$ cat src/rtl/cfg_builder.sv
module cfg_builder #(
  parameter int REGS   = 16,
  parameter int LEVELS = 4,
  parameter int ROWS   = 2,
  parameter int CHAIN  = 3,
  parameter int NMUL   = 1,
  parameter int NMEM   = 1,
  parameter int MINLEN = 3,
  parameter int PCW    = 16,
  parameter int IDW    = 4,
  localparam int RW = $clog2(REGS),
  localparam int LW = $clog2(LEVELS),
  localparam int CW = $clog2(ROWS + NMUL + NMEM),
  localparam int SW = $clog2(CHAIN + 1),
  localparam int NW = $clog2(LEVELS * (ROWS * CHAIN + NMUL + NMEM) + 1)
) (
  input  logic           clk,
  input  logic           rst_n,
  input  logic           in_valid,
  input  logic [2:0]     in_op,
  input  logic [PCW-1:0] in_pc,
  input  logic [RW-1:0]  in_rd,
  input  logic [RW-1:0]  in_rs1,
  input  logic [RW-1:0]  in_rs2,
  output logic           cfg_we,
  output logic [IDW-1:0] cfg_id,
  output logic [NW-1:0]  cfg_idx,
  output logic [1:0]     cfg_kind,
  output logic [LW-1:0]  cfg_level,
  output logic [CW-1:0]  cfg_col,
  output logic [SW-1:0]  cfg_slot,
  output logic [RW-1:0]  cfg_dst,
  output logic [RW-1:0]  cfg_src1,
  output logic [RW-1:0]  cfg_src2,
  output logic           cache_we,
  output logic [PCW-1:0] cache_pc,
  output logic [IDW-1:0] cache_id,
  output logic [NW-1:0]  cache_len
);

  logic           d_v, d_cl;
  logic [1:0]     d_k;
  logic [PCW-1:0] d_pc;
  logic [RW-1:0]  d_rd;
  logic [RW-1:0]  d_s [2];

  always_ff @(posedge clk) begin
    if (!rst_n) d_v <= 1'b0;
    else begin
      d_v    <= in_valid;
      d_cl   <= in_op >= 3'd3;
      d_k    <= (in_op >= 3'd3) ? 2'd0 : in_op[1:0];
      d_pc   <= in_pc;
      d_rd   <= in_rd;
      d_s[0] <= in_rs1;
      d_s[1] <= in_rs2;
    end
  end

  logic [REGS-1:0] tv, ta;
  logic [LW-1:0]   tl [REGS];
  logic [CW-1:0]   tr [REGS];
  logic [SW-1:0]   fill [LEVELS][ROWS];
  logic [CW-1:0]   mu [LEVELS];
  logic [CW-1:0]   me [LEVELS];
  logic [NW-1:0]   cnt;
  logic [PCW-1:0]  spc;
  logic [IDW-1:0]  idq;

  logic           v_v, v_cl;
  logic [1:0]     v_k;
  logic [PCW-1:0] v_pc;
  logic [RW-1:0]  v_rd;
  logic [RW-1:0]  v_s [2];
  logic [1:0]     v_pv, v_pa;
  logic [LW-1:0]  v_pl [2];
  logic [CW-1:0]  v_pr [2];

  logic          fit, a_place, a_close, creq, cconf;
  logic [CW-1:0] crow;
  logic [LW-1:0] p_lvl;
  logic [CW-1:0] p_col;
  logic [SW-1:0] p_slot;
  int            need, n;

  always_comb begin
    need = 0; n = 0; creq = 1'b0; cconf = 1'b0; crow = '0;
    for (int s = 0; s < 2; s++) begin
      if (v_pv[s]) begin
        n = (v_k == 2'd0 && v_pa[s]) ? int'(v_pl[s]) : int'(v_pl[s]) + 1;
        if (n > need) need = n;
      end
    end
    for (int s = 0; s < 2; s++) begin
      if (v_pv[s] && v_pa[s] && v_k == 2'd0 && int'(v_pl[s]) == need) begin
        if (creq && crow != v_pr[s]) cconf = 1'b1;
        creq = 1'b1;
        crow = v_pr[s];
      end
    end
    fit = 1'b0; p_lvl = '0; p_col = '0; p_slot = '0;
    for (int l = LEVELS - 1; l >= 0; l--) begin
      if (l >= need) begin
        if (v_k == 2'd0) begin
          for (int r = ROWS - 1; r >= 0; r--) begin
            if (fill[l][r] < SW'(CHAIN) && !(l == need && creq && (cconf || CW'(r) != crow))) begin
              fit = 1'b1; p_lvl = LW'(l); p_col = CW'(r); p_slot = fill[l][r];
            end
          end
        end else if (v_k == 2'd1) begin
          if (mu[l] < CW'(NMUL)) begin
            fit = 1'b1; p_lvl = LW'(l); p_col = mu[l]; p_slot = '0;
          end
        end else begin
          if (me[l] < CW'(NMEM)) begin
            fit = 1'b1; p_lvl = LW'(l); p_col = me[l]; p_slot = '0;
          end
        end
      end
    end
  end

  assign a_place = v_v && !v_cl && fit;
  assign a_close = v_v && (v_cl || !fit);

  logic [1:0]    f_pv, f_pa;
  logic [LW-1:0] f_pl [2];
  logic [CW-1:0] f_pr [2];

  always_comb begin
    for (int s = 0; s < 2; s++) begin
      f_pv[s] = 1'b0; f_pa[s] = 1'b0; f_pl[s] = '0; f_pr[s] = '0;
      if (d_s[s] != '0 && !a_close) begin
        if (a_place && v_rd == d_s[s]) begin
          f_pv[s] = 1'b1; f_pa[s] = (v_k == 2'd0); f_pl[s] = p_lvl; f_pr[s] = p_col;
        end else begin
          f_pv[s] = tv[d_s[s]]; f_pa[s] = ta[d_s[s]]; f_pl[s] = tl[d_s[s]]; f_pr[s] = tr[d_s[s]];
        end
      end
    end
  end

  logic           a_we, a_ce;
  logic [IDW-1:0] a_id;
  logic [NW-1:0]  a_idx;
  logic [1:0]     a_k;
  logic [LW-1:0]  a_lvl;
  logic [CW-1:0]  a_col;
  logic [SW-1:0]  a_slot;
  logic [RW-1:0]  a_rd, a_s1, a_s2;
  logic [PCW-1:0] a_pc;

  always_ff @(posedge clk) begin
    if (!rst_n) begin
      v_v <= 1'b0; tv <= '0; cnt <= '0; idq <= '0; a_we <= 1'b0; a_ce <= 1'b0;
      for (int l = 0; l < LEVELS; l++) begin
        mu[l] <= '0; me[l] <= '0;
        for (int r = 0; r < ROWS; r++) fill[l][r] <= '0;
      end
    end else begin
      v_v <= d_v; v_cl <= d_cl; v_k <= d_k; v_pc <= d_pc; v_rd <= d_rd;
      v_s <= d_s; v_pv <= f_pv; v_pa <= f_pa; v_pl <= f_pl; v_pr <= f_pr;
      if (a_close) begin
        tv <= '0; cnt <= '0;
        if (cnt >= NW'(MINLEN)) idq <= idq + 1'b1;
        for (int l = 0; l < LEVELS; l++) begin
          mu[l] <= '0; me[l] <= '0;
          for (int r = 0; r < ROWS; r++) fill[l][r] <= '0;
        end
      end else if (a_place) begin
        if (v_rd != '0) begin
          tv[v_rd] <= 1'b1; ta[v_rd] <= (v_k == 2'd0); tl[v_rd] <= p_lvl; tr[v_rd] <= p_col;
        end
        if (v_k == 2'd0) fill[p_lvl][p_col] <= p_slot + 1'b1;
        else if (v_k == 2'd1) mu[p_lvl] <= p_col + 1'b1;
        else me[p_lvl] <= p_col + 1'b1;
        cnt <= cnt + 1'b1;
        if (cnt == '0) spc <= v_pc;
      end
      a_we <= a_place; a_ce <= a_close && cnt >= NW'(MINLEN);
      a_id <= idq; a_idx <= cnt; a_k <= v_k; a_lvl <= p_lvl; a_col <= p_col; a_slot <= p_slot;
      a_rd <= v_rd; a_s1 <= v_s[0]; a_s2 <= v_s[1]; a_pc <= spc;
    end
  end

  always_ff @(posedge clk) begin
    if (!rst_n) begin
      cfg_we <= 1'b0; cache_we <= 1'b0;
    end else begin
      cfg_we <= a_we; cfg_id <= a_id; cfg_idx <= a_idx; cfg_kind <= a_k; cfg_level <= a_lvl;
      cfg_col <= a_col; cfg_slot <= a_slot; cfg_dst <= a_rd; cfg_src1 <= a_s1; cfg_src2 <= a_s2;
      cache_we <= a_ce; cache_pc <= a_pc; cache_id <= a_id; cache_len <= a_idx;
    end
  end

endmodule

$ cat config.mk
export PLATFORM = sky130hd
export DESIGN_NAME = cfg_builder
export DESIGN_NICKNAME = d
export VERILOG_FILES = /design/src/rtl/cfg_builder.sv
export SDC_FILE = /design/constraint.sdc
export NUM_CORES = 1
export LEC_CHECK = 0
export BUFFER_PORTS_ARGS = -buffer_cell sky130_fd_sc_hd__buf_2
export CORE_MARGIN = 1.5
export CORE_UTILIZATION = 29
export CTS_CLUSTER_SIZE = 28
export DETAILED_ROUTE_END_ITERATION = 16
export GPL_TIMING_DRIVEN = 0
export SETUP_SLACK_MARGIN = 0.5
export SKIP_LAST_GASP = 1
export SLEW_MARGIN = 0
export SYNTH_ARGS = -nofsm -noshare
export SYNTH_HDL_FRONTEND = slang
export SYNTH_SLANG_ARGS = --single-unit
$ cat constraint.sdc
create_clock -name clk -period 4.5 [get_ports clk]
set_input_delay 0.9 -clock clk [delete_from_list [all_inputs] [get_ports clk]]
set_output_delay 0.9 -clock clk [all_outputs]
set_load 0.005 [all_outputs]
==> flow_metrics.tcl <==
set metrics [dict create \
    status "finished, violations left" \
    violations "setup timing" \
    syn_inst 948 \
    start_kind "flop" \
    cts.path.max_buffers 3 \
    critPathCaptureType "flop" \
    finalCritPeriodShare_pct 107.5 \
    numCtsBuffers 35 \
    rsz0062_at_grt "true" \
    crit_chain "buf_6, nor3b_4, mux2_4, ha_4, nor2b_4, or3_4, buf_6, and3_4, buf_6, buf_12, nor4_4, nand2_2, nor3_4, a221oi_4, o21a_4, buf_6, a21oi_4, buf_12, nand2_8, buf_4, nor2_4" \
    tightest_slew_ps 1097 \
    synth_area_per_cell_sq_um 14.70 \
    rows 80 \
    grt_pass1_vias 8943 \
    ys_ff_latch 326 \
    ys_seq_area_share_pct 67.93 \
    cp_max_fo 8 \
    syn_area_sq_um 13940 \
    start_util_pct 29.32 \
    finalWirelength_um 33310 \
    io-pin-count 92 \
    grt_max_degree 87 \
    clkTransAtPathRegs_ps 60 \
    critPathMaxStageDelay_ps 400 \
    hold_class "flop to flop" \
    synth_top_area_cell "edfxtp_1" \
    crit_required_ps 4740 \
    fmax_mhz 206.7 \
    r2r-end "ta[9]" \
    cts_hold_buf 0 \
    reg2reg_depth 21 \
    hp-start "a_idx[1]" \
    grt_pass1_wl_um 50580 \
    core_sq_um 47550 \
    fp.dieH_um 222.2 \
    p_leak_nw 6.498 \
    grt_usage_pct 13.11 \
    areaGrowthSynthToFinish_pct 36.02 \
    grt_util_met2_pct 21.80 \
    clock_sinks 326 \
    regToRegStartpoint "v_k[0]" \
    grt_util_met3_pct 2.010 \
    final_common_cell "edfxtp_1" \
    top_usage_layer "met2" \
    synth_top_area_share_pct 63.33 \
    num_vias 9023 \
    antennaDiodeCount 0 \
    ys_warn_count 0 \
    grt.overflow.total 0 \
    drc 0 \
    avgViaCountPerCell 4.917 \
    setup_slack_ps -337.5 \
    max_cap_violations 0 \
    peakVddDrop_v 0.0002572 \
    drive_above_1_share_pct 40.33 \
    wire_per_inst_um 18.15 \
    cts-root-buf "clkbuf_16" \
    hold_end "cache_len[1]" \
    place.gp.congestion 0.8432 \
    finClkSkew_ps 32.05 \
    slew_headroom_pct 26.84 \
    finalInstanceArea_sq_um 18960 \
    hold_depth 0 \
    globalRouteMet1Util_pct 17.39 \
    powerDensity_nw_per_um2 403.7 \
    arrival_ps 5070 \
    layout_common_cells "294 x edfxtp_1, 90 x buf_2, 56 x buf_4, 46 x nor2_1, 43 x nand2_1" \
    path_common_cell "buf_6" \
    dp_cells 1677 \
    crit_path_top_delay_cell "edfxtp_1" \
    fin_util_pct 39.88 \
    htreeDepth 2 \
    synth-async-reset-ratio_pct 0 \
    placement.cell_area_sq_um 15750 \
    synth_enable_flop_cells 294 \
    hpwlAfterDp_um 20990 \
    hold_viol 0 \
    nets 1241 \
    final_cells 1835 \
    drt_first_iter_violations 689 \
    setup_viol 223 \
    synth_area_leaders "edfxtp_1 63%, mux4_2 6.5%, dfxtp_1 4.6%, mux2i_1 2.8%, nor2_1 2.4%" \
    ant_nets 0 \
    clk_latency_ps 540 \
    timing.hold.ws_ps 404.3 \
    reg2reg_slack_ps -340 \
    synthFlopType "edfxtp_1" \
    cts_tree "done" \
    period_minus_slack_ps 4837 \
    synth.distinct_cells 76 \
    die_x_um 222.2 \
    grt_antenna_before_repair 1 \
    first_pass_iters 5 \
    die_area_sq_um 49390 \
    path_class "flop to flop" \
    port_buffers 91 \
    slew_viol_final 0 \
    setup_tns_ps -46910 \
]
cell families after synthesis:
family / after synthesis / synth area share, %
compound gates: 167 / 8.258
other cells: 2 / 0.05388
mux: 80 / 9.371
buf+inv: 68 / 2.280
simple gates: 280 / 10.24
flops: 326 / 67.93
xor+xnor: 14 / 0.8797
fa+ha+maj: 11 / 0.9873
registers in the layout (all words and copies together) (netlist names), 16 cells and up:
| name | flops |
|---|---|
| v_pc | 16 |
| d_pc | 16 |
| cache_pc | 16 |
| ta | 16 |
| fill | 16 |
| spc | 16 |
| a_pc | 16 |
| tv | 16 |
| tr | 32 |
| tl | 32 |
what timing repair did:
action | 4_1_cts | 5_1_grt
setup endpoints to repair | 248 | 248
buffers inserted | 53 | 34
gates resized for setup | 154 | 99
gates cloned | 7 | 2
pin swaps | 44 | 46
per-stage QoR:
stage / setup WS [ps] / power [mW]
2_1_floorplan: -192.6 / 4.157
3_3_place_gp: -1168 / 4.440
3_5_place_dp: -1180 / 4.452
4_1_cts: -356.9 / 7.567
5_1_grt: -467.1 / 7.935
6_report: -337.5 / 7.654
area by class of cell:
class	count	area [sq um]
fill	4279	28580
tap	615	769.5
clock buffer	49	991.0
inverter	19	101.3
buffer	49	366.6
timing repair inverter	2	16.27
timing repair buffer	186	1516
sequential	326	9469
multi-input combinational	577	5614
clock inverter	12	116.4
where the power goes:
part / internal, mW / switching (mW) / leakage [nW] / total (mW)
sequential: 3.49 / 0.0659 / 3.11 / 3.55
clock: 1.65 / 1.16 / 0.529 / 2.81
combinational: 0.556 / 0.735 / 2.85 / 1.29
routing by layer:
| layer | share of wire, % | vias up |
|---|---|---|
| met1 | 43 | 4502 |
| met5 | 0 | - |
| met4 | 2.8 | 0 |
| li1 | - | 4167 |
| met3 | 5.4 | 71 |
| met2 | 49 | 283 |
synthesized netlist by cell type (8+ instances only):
cell,number
clkbuf_1,22
inv_1,18
a31oi_1,18
nand2b_1,17
a211oi_1,10
nor3_1,25
ha_1,11
dfxtp_1,32
nor2b_1,11
edfxtp_1,294
mux4_2,40
nor2_1,88
o22ai_1,12
and2_1,14
buf_2,8
nand3_1,14
xnor2_1,9
nand2_1,56
nor3_2,8
a21oi_1,38
nor4_1,12
mux2i_1,39
o21ai_0,31
buf_4,12
worst max-delay path: cells and delay by family, from the launching register on:
kind | cells | cell delay [ps]
simple gates | 9 | 1950
compound gates | 3 | 560
fa+ha+maj | 1 | 220
buf+inv | 7 | 1030
mux | 1 | 360
flops | 1 | 400
worst max path at each step:
stage,cells past startpoint,slack [ps],from,to
after floorplan,18,-190,v_k[1],mu[2][0]
after global placement,8,-1170,rst_n,v_pl[0]
after detailed placement,20,-1180,v_k[1],fill[3][1]
after CTS,15,-360,v_k[1],mu[2][1]
after global routing,21,-470,v_k[0],ta[9]
final,21,-340,v_k[0],ta[9]
Power figures use the tool's default switching activity.
